--- config.mk ---
export PLATFORM = sky130hd
export DESIGN_NAME = acc_cpu
export DESIGN_NICKNAME = d
export VERILOG_FILES = /design/src/rtl/acc_cpu.sv
export SDC_FILE = /design/constraint.sdc
export NUM_CORES = 1
export LEC_CHECK = 0
export BUFFER_PORTS_ARGS = -buffer_cell sky130_fd_sc_hd__clkbuf_2
export CORE_MARGIN = 4
export CORE_UTILIZATION = 55
export DETAILED_ROUTE_END_ITERATION = 8
export GPL_TIMING_DRIVEN = 0
export PLACE_DENSITY = 0.72
export SLEW_MARGIN = 20
export SYNTH_ARGS = -nofsm -noshare
export SYNTH_HDL_FRONTEND = slang
export SYNTH_SLANG_ARGS = --single-unit
export TNS_END_PERCENT = 100
--- constraint.sdc ---
create_clock -name clk -period 6.6 [get_ports clk]
set_clock_uncertainty 0.2 [all_clocks]
set_input_delay 1.65 -clock clk [delete_from_list [all_inputs] [get_ports clk]]
set_output_delay 1.65 -clock clk [all_outputs]
set_load 0.005 [all_outputs]
--- src/rtl/acc_cpu.sv ---
module acc_cpu #(
  parameter int AW = 4,
  parameter int DW = 8
) (
  input  logic          clk,
  input  logic          rst,
  input  logic          ld_we,
  input  logic [AW-1:0] ld_addr,
  input  logic [DW-1:0] ld_data,
  output logic [DW-1:0] result,
  output logic          halted
);
  localparam int DEPTH = 1 << AW;
  localparam int OPW   = DW - AW;
  localparam logic [OPW-1:0] OP_LOAD = OPW'(4'h0);
  localparam logic [OPW-1:0] OP_ADD  = OPW'(4'h1);
  localparam logic [OPW-1:0] OP_SUB  = OPW'(4'h2);
  localparam logic [OPW-1:0] OP_SHOW = OPW'(4'hE);
  localparam logic [OPW-1:0] OP_STOP = OPW'(4'hF);

  logic [DW-1:0] mem [DEPTH];
  logic [AW-1:0] pc, mar;
  logic [DW-1:0] ir, acc, opnd;
  logic [5:0]    t;

  wire [OPW-1:0] op      = ir[DW-1:AW];
  wire [DW-1:0]  rd      = mem[mar];
  wire           uses_m  = (op == OP_LOAD) || (op == OP_ADD) || (op == OP_SUB);

  always_ff @(posedge clk)
    if (rst && ld_we) mem[ld_addr] <= ld_data;

  always_ff @(posedge clk) begin
    if (rst) begin
      pc <= '0; mar <= '0; ir <= '0; acc <= '0; opnd <= '0;
      result <= '0; halted <= 1'b0; t <= 6'b000001;
    end else if (!halted) begin
      t <= {t[4:0], t[5]};
      if (t[0]) mar <= pc;
      if (t[1]) pc <= pc + 1'b1;
      if (t[2]) ir <= rd;
      if (t[3]) begin
        if (uses_m)          mar <= ir[AW-1:0];
        if (op == OP_SHOW)   result <= acc;
        if (op == OP_STOP)   halted <= 1'b1;
      end
      if (t[4]) begin
        if (op == OP_LOAD)                   acc <= rd;
        if (op == OP_ADD || op == OP_SUB)    opnd <= rd;
      end
      if (t[5]) begin
        if (op == OP_ADD) acc <= acc + opnd;
        if (op == OP_SUB) acc <= acc + ~opnd + 1'b1;
      end
    end
  end


  ring_onehot_chk: assert property (@(posedge clk) disable iff (rst)
    $countones(t) == 1);


  halt_sticky_chk: assert property (@(posedge clk) disable iff (rst)
    halted |=> halted && $stable(result) && $stable(acc));


  result_hold_chk: assert property (@(posedge clk) disable iff (rst)
    !(t[3] && op == OP_SHOW && !halted) |=> $stable(result));


  add_wrap_chk: assert property (@(posedge clk) disable iff (rst)
    (t[5] && op == OP_ADD && !halted) |=> acc == DW'($past(acc) + $past(opnd)));


  sub_chk: assert property (@(posedge clk) disable iff (rst)
    (t[5] && op == OP_SUB && !halted) |=> acc == DW'($past(acc) - $past(opnd)));


  load_lock_chk: assert property (@(posedge clk) disable iff (rst)
    ld_we |=> mem[$past(ld_addr)] == $past(mem[ld_addr]));
endmodule

# Yosys cells after proc, flatten, opt, wreduce, memory -nomap -nowiden
# Memory sizes are Yosys's and may differ from the RTL's. A register that Yosys moved wholly into a read port is not among the register bits.
# Cells that the tools add are included.
[totals] elab_cells=43 output_inout_bits=9 mem_count=1 register_bits=47 mem_bits_rw=128
[memory_table] memory="mem" words=16 word_bits=8 read_ports=1 rd_clocked_by_memory_dff=1 write_ports=1 line_no="21" source="logic [DW-1:0] mem [DEPTH];"
[classes] n_eq_ne=4 n_reduce_logical=9 add_sub_neg=4 mux=15 n_bitwise=2
[ops] op="$mux W8" n=5
[ops] op="$mux W4" n=5
[ops] op="$add A8 B8 Y8" n=2
[ops] op="$add A8 B1 Y8 const B" n=1
[ops] op="$eq A4 B4 Y1 const B" n=2
[ops] op="$not A8 Y8" n=1
[ops] op="$reduce_and A3 Y1" n=2
[ops] op="$mux W1" n=5
[ops] op="$add A4 B1 Y4 const B" n=1
[ops] op="$eq A4 B1 Y1 const B" n=1
[ops] op="$eq A4 B2 Y1 const B" n=1
[ops] op="$logic_not A4 Y1" n=1
[ops] op="$reduce_and A2 Y1" n=2
[ops] op="$logic_or A1 B1 Y1" n=3
[ops] op="$logic_and A1 B1 Y1" n=1
[ops] op="$not A1 Y1" n=1

# Longest topological paths before layout
# Gate-level depths: netlist of the first run.
[depth] depth_word=7 mapped_depth=10 ltp_nobuf=10

# Least setup slack after synthesis of the first run
# Ideal clock, no wire load.
[synth_path] path_kind="input to register" startpoint="input port rst" endpoint="memory mem[4][0] (enable)" setup_time_ps=383 cell_stages=3 slack_ps=3295 required_time_ps=6017 arrival_time_ps=2722 path_cell_list="clkbuf_1 > nand4b_1 > nor3_1"
[synth_via] elab_chain_len=3
[synth_lines] item="start, declared" line_no="6" source="input logic rst,"
[synth_lines] item="$logic_and A1 B1 Y1" line_no="31" source="if (rst && ld_we) mem[ld_addr] <= ld_data;"
[synth_lines] item="$mux W1" line_no="31"
[synth_lines] item="$mux W1 (not written as such)" line_no="31"
[synth_lines] item="end, declared" line_no="21"
# No other way between the ends.

# Worst setup path in the final report of the first run
[layout_path] startpoint="input port rst" endpoint="memory mem[15][2] (enable)"
# Same word-level chain as after synthesis.

==> results.sh, run 1 <==
export IMPL_via_per_inst=5.895
export IMPL_grt_max_degree=17
export IMPL_p_sw_frac=0.2175
export IMPL_hold_buffers=0
export IMPL_grt_pass1_vias=4667
export IMPL_grt_usage=0.2100
export IMPL_required_ps=6440
export IMPL_cts_tree="done"
export IMPL_power_total_w=0.002352
export IMPL_peakVddDrop_mv=0.2694
export IMPL_pin_count=24
export IMPL_min_path_cells=2
export IMPL_dieArea_mm2=0.01593
export IMPL_dpl_hpwl_um=10830
export IMPL_path_cells="clkbuf_2 > clkbuf_1 > nand4_1 > nor2_1"
export IMPL_grt_overflow=0
export IMPL_cts_setup_buffers=0
export IMPL_synth_area_leaders="edfxtp_1, dfxtp_1, mux4_1, mux4_2, nor2_1"
export IMPL_pre_cts_ws_ps=2426
export IMPL_initial_core_util=0.5713
export IMPL_cp_end_kind="flop"
export IMPL_worst_pin_slew_ps=1129
export IMPL_clock_path_buffers=2
export IMPL_drv_cap=0
export IMPL_drive_above_1_share=0.1544
export IMPL_reg2reg_depth=7
export IMPL_hold_viol_final=0
export IMPL_intPower_w=0.001840
export IMPL_area_delta_synth_final_pct=12.26
export IMPL_worstReg2RegStart="ir[4]"
export IMPL_hp_start="ir[2]"
export IMPL_layout_min_cycle_time_ps=3850
export IMPL_die_x_um=126.2
export IMPL_criticalPathCategory="in -> reg"
export IMPL_synth_top_cell_area_share=0.5001
export IMPL_drcViolationCount=0
export IMPL_yosys_warnings=0
export IMPL_rsz0062_at_grt="false"
export IMPL_vias=4551
export IMPL_num_rows=42
export IMPL_power_share_clock=0.412
export IMPL_avgSynthCellArea_um2=14.29
export IMPL_post_cts_resize_count=0
export IMPL_core_mm2=0.01345
export IMPL_tns_ps=0
export IMPL_cts_root_buf="clkbuf_16"
export IMPL_fin_crit_sh=0.5834
export IMPL_ys_flop_type="edfxtp_1"
export IMPL_slew_headroom=0.2403
export IMPL_syn_area_mm2=0.007686
export IMPL_fmaxAchievable_mhz=259.7
export IMPL_stdcell_area_mm2=0.008628
export IMPL_yosys_cell_count_top_type="edfxtp_1"
export IMPL_n_antenna_cell=0
export IMPL_drv_slew=0
export IMPL_numPortBuffers=23
export IMPL_worst_ep_arrival_time_ps=3690
export IMPL_ys_ff_latch=179
export IMPL_synth_edf_count=128
export IMPL_synth_seq_area_share=0.6329
export IMPL_startpoint_type="input port"
export IMPL_wl_per_cell_um=20.57
export IMPL_antenna_left=0
export IMPL_p_comb_frac=0.065
export IMPL_cts_buffers=17
export IMPL_htree_levels=4
export IMPL_dr_pass1_iters=5
export IMPL_grt_pass1_wl_um=25230
export IMPL_synth_async_reset_ratio=0
export IMPL_layout_setup_ws_ps=2750
export IMPL_r2r_end="acc[5]"
export IMPL_clk_latency_ps=430
export IMPL_crit_path_top_delay_cell="nor2_1"
export IMPL_globalplace_congestion=0.8939
export IMPL_layout_nets=615
export IMPL_drt_iter0_drc=438
export IMPL_n_fill_cell=997
export IMPL_syn_nets=570
export IMPL_outcome="finished, final reports clean"
export IMPL_hold_path_end="ir[2]"
export IMPL_critPathMaxFanout=10
export IMPL_ff2ff_setup_slack_ps=3940
export IMPL_cp_slowest_stage_delay_ps=930
export IMPL_power_leakage_nw=3.039
export IMPL_post_synth_num_cell_types=52
export IMPL_yosys_top_cells_count="edfxtp_1, nor2_1, dfxtp_1"
export IMPL_netlist_instances=538
export IMPL_synth_top_area_cell="edfxtp_1"
export IMPL_p_switching_w=0.0005115
export IMPL_drt_total_wl_um=15880
export IMPL_setup_viol=0
export IMPL_die_height_um=126.2
export IMPL_power_frac_seq=0.523
export IMPL_antenna_found_initial=0
export IMPL_clkSinkCount=179
export IMPL_hold_class="reg -> reg"
export IMPL_dpl_cell_area_mm2=0.008064
export IMPL_power_density_mw_per_mm2=272.6
export IMPL_clk_pin_slew_ps=70
[through the flow]
step	std cells	hold slack (ps)	utilization
after global routing	772	285.7	0.6414
after detailed placement	740	251.3	0.5994
final	772	255.8	0.6414
after CTS	772	260.3	0.6414
after global placement	737	255.7	0.5963
after floorplan	538	236.7	-
[critical path, delay by kind of cell]
kind | cells | cell delay, ps
buffers and inverters | 2 | 770
and+or+nand+nor | 2 | 1260
[logic make-up after synthesis]
kind of cell               share of synthesized area
DFF                                           0.6329
and+or+nand+nor                              0.08514
AOI/OAI and AO/OA                            0.07326
muxes                                         0.1402
buffers and inverters                        0.03093
adders and majority gates                    0.02963
xor gates and xnor gates                    0.007977
[power by group through the flow]
| stage | Sequential, W | Combinational (W) | Clock (W) |
|---|---|---|---|
| floorplan | 0.00125 | 0.000103 | 0 |
| global placement | 0.00125 | 0.000147 | 0 |
| detailed placement | 0.00125 | 0.000151 | 0 |
| CTS | 0.00123 | 0.000153 | 0.000979 |
| global route | 0.00123 | 0.000165 | 0.00104 |
| finish | 0.00123 | 0.000153 | 0.000969 |
[placed cells by master, fill, tap and decap left out, drive strengths merged, types with 7 or more instances in the layout]
cell type and instances:
edfxtp 128, nor2 69, dfxtp 51, clkbuf 51, mux4 35, a21oi 34
inv 29, nand2 25, mux2i 21, buf 18, ha 15, nor3 11
nor2b 9, clkinv 8, nand2b 7
[registers in the layout (all words and copies together) (netlist names), named ones only]
signal  cells
result      8
t           6
acc         8
mem       128
ir          8
halted      1
opnd        8
mar         4
pc          4
[worst max path at each step]
stage               start         end  slack, ps  depth (start not counted)
CTS                   rst  mem[15][2]       2820                          4
floorplan             rst   mem[4][0]       3290                          3
global route          rst  mem[15][4]       2700                          4
detailed placement    rst  mem[15][2]       2430                          4
global placement      rst  mem[12][2]       2030                          4
finish                rst  mem[15][2]       2750                          4
[layout make-up]
class	instances	area [µm²]	area share
repair buffers	26	137.6	0.01595
multi-input cells	309	2604	0.3018
clock buffers	18	429.2	0.04974
inverters	25	93.84	0.01088
plain buffers	25	143.9	0.01668
flip-flops and latches	179	4865	0.5638
clock inverters	14	135.1	0.01566
well taps	176	220.2	0.02552
[per-layer routing]
metal | routed length (µm) | up-vias | global-route usage
li1 | - | 2140 | -
met1 | 6725 | 2207 | 0.2703
met2 | 7570 | 159 | 0.3383
met3 | 949 | 45 | 0.04318
met4 | 637 | 0 | 0.1110
met5 | 0 | - | 0
(Power assumes the default switching activity.)
==> run 2, diff against run 1 <==
- PLACE_DENSITY: 0.72 -> 0.75
- clock period: 6.6 -> 3.1 ns (I/O delays scaled with it)
==> run 2 against run 1 <==
  * Critical path depth did not move
  * Clock-buffer cell count rose by 1
  * Sequential share of layout area fell by 0.30 points
  * Critical endpoint is now mem[14][0]
  * Largest cell class unchanged
  * Largest power group unchanged
==> results.sh, run 2 (same netlist as run 1, synthesis figures left out) <==
export IMPL_clkSinkCount=179
export IMPL_grt_pass1_wl_um=24880
export IMPL_drv_cap=0
export IMPL_cp_end_kind="flop"
export IMPL_multiInputGateArea_mm2=0.002606
export IMPL_die_height_um=126.2
export IMPL_pin_count=24
export IMPL_drt_total_wl_um=15740
export IMPL_regMostFlops="mem"
export IMPL_n_antenna_cell=0
export IMPL_drv_slew=0
export IMPL_core_mm2=0.01345
export IMPL_layout_nets=614
export IMPL_drcViolationCount=0
export IMPL_die_x_um=126.2
export IMPL_hold_viol_final=0
export IMPL_fin_crit_sh=0.9292
export IMPL_n_fill_cell=946
export IMPL_initial_core_util=0.5713
export IMPL_r2r_end="acc[5]"
export IMPL_dr_pass1_iters=5
export IMPL_cts_root_buf="clkbuf_16"
export IMPL_cts_setup_buffers=0
export IMPL_cts_buffers=17
export IMPL_dieArea_mm2=0.01593
export IMPL_globalplace_congestion=0.8365
export IMPL_reg2reg_depth=7
export IMPL_cts_tree="done"
export IMPL_ff_latch_area_mm2=0.004865
export IMPL_p_switching_w=0.001070
export IMPL_numPortBuffers=23
export IMPL_final_common_cell="edfxtp_1"
export IMPL_htree_levels=4
export IMPL_setup_viol=0
export IMPL_hold_buffers=0
export IMPL_peakVddDrop_mv=0.4516
export IMPL_worstReg2RegStart="ir[4]"
export IMPL_p_sw_frac=0.2076
export IMPL_hold_class="reg -> reg"
export IMPL_criticalPathCategory="in -> reg"
export IMPL_p_comb_frac=0.063
export IMPL_antenna_left=0
export IMPL_critPathMaxFanout=10
export IMPL_drive_above_1_share=0.1546
export IMPL_worst_ep_arrival_time_ps=2730
export IMPL_power_total_w=0.005153
export IMPL_worst_pin_slew_ps=1015
export IMPL_antenna_found_initial=0
export IMPL_outcome="finished, final reports clean"
export IMPL_rsz0062_at_grt="false"
export IMPL_area_delta_synth_final_pct=12.86
export IMPL_power_share_clock=0.429
export IMPL_ff2ff_setup_slack_ps=410
export IMPL_intPower_w=0.004083
export IMPL_required_ps=2950
export IMPL_power_frac_seq=0.508
export IMPL_min_path_cells=2
export IMPL_vias=4635
export IMPL_layout_min_cycle_time_ps=2880
export IMPL_drt_iter0_drc=422
export IMPL_hp_start="ir[1]"
export IMPL_grt_usage=0.2064
export IMPL_fin_util=0.6448
export IMPL_power_leakage_nw=3.045
export IMPL_clk_pin_slew_ps=60
export IMPL_largest_reg_flops=128
export IMPL_power_density_mw_per_mm2=594.1
export IMPL_grt_overflow=0
export IMPL_layout_common_cells="edfxtp_1, nor2_1, dfxtp_1, a21oi_1"
export IMPL_num_rows=42
export IMPL_slew_headroom=0.3209
export IMPL_startpoint_type="input port"
export IMPL_post_cts_resize_count=0
export IMPL_hold_path_end="ir[1]"
export IMPL_dpl_hpwl_um=10830
export IMPL_grt_pass1_vias=4551
export IMPL_via_per_inst=6.012
export IMPL_clock_path_buffers=2
export IMPL_clk_latency_ps=430
export IMPL_wl_per_cell_um=20.42
export IMPL_grt_max_degree=17
export IMPL_fmaxAchievable_mhz=347.2
==> run 2: cell types whose count changed in the layout (fill, tap and decap cells not counted) <==
cell        delta
clkinv_2       -3
clkinvlp_4     +2
buf_4          -1
bufinv_16      +2
clkinv_1       -1
nor2_2         +1
inv_6          -2
nor2_1         -1
clkinv_4       +1
clkbuf_1       +1
==> run 2: power groups by stage <==
stage               Clock [W]  Combinational, W  Sequential, W
global route          0.00236          0.000348        0.00262
detailed placement          0          0.000319        0.00267
global placement            0          0.000311        0.00267
floorplan                   0          0.000220        0.00266
finish                0.00221          0.000324        0.00262
CTS                   0.00224          0.000322        0.00262
==> run 2: worst max path at each step <==
stage	slack [ps]	cells after the start	to	start
after floorplan	670	3	mem[4][0]	rst
after global placement	-620	4	mem[12][2]	rst
after detailed placement	-210	4	mem[13][2]	rst
after CTS	210	4	mem[13][2]	rst
after global routing	190	4	mem[14][0]	rst
final	220	4	mem[14][0]	rst
==> run 2: through the flow <==
step	TNS (ps)	std cells	instance area [µm²]	hold slack [ps]	setup slack, ps
floorplan	0	538	7686	236.7	669.9
global placement	-11140	737	8021	253.1	-623.2
detailed placement	-4307	739	8056	251.7	-213.3
CTS	0	771	8672	260.6	210.2
global route	0	771	8675	296.6	189.7
finish	0	771	8675	261.7	219.6
==> run 2: critical path: stages <==
cell and delay, ps:
clkbuf_2 220, clkbuf_1 530, nand4_1 330, nor2_1 860
==> run 2: layout make-up <==
cell class,count,area share
clock inverters,13,0.02106
flip-flops and latches,179,0.5608
multi-input cells,309,0.3004
inverters,25,0.01082
plain buffers,25,0.01659
well taps,176,0.02539
repair buffers,25,0.01500
clock buffers,19,0.04991
==> run 2: per-layer routing <==
layer	vias to the layer above	track usage	share of wire
met4	0	0.08328	0.026
li1	2136	-	-
met1	2286	0.2740	0.42
met5	-	0	0
met2	179	0.3274	0.48
met3	34	0.05377	0.064
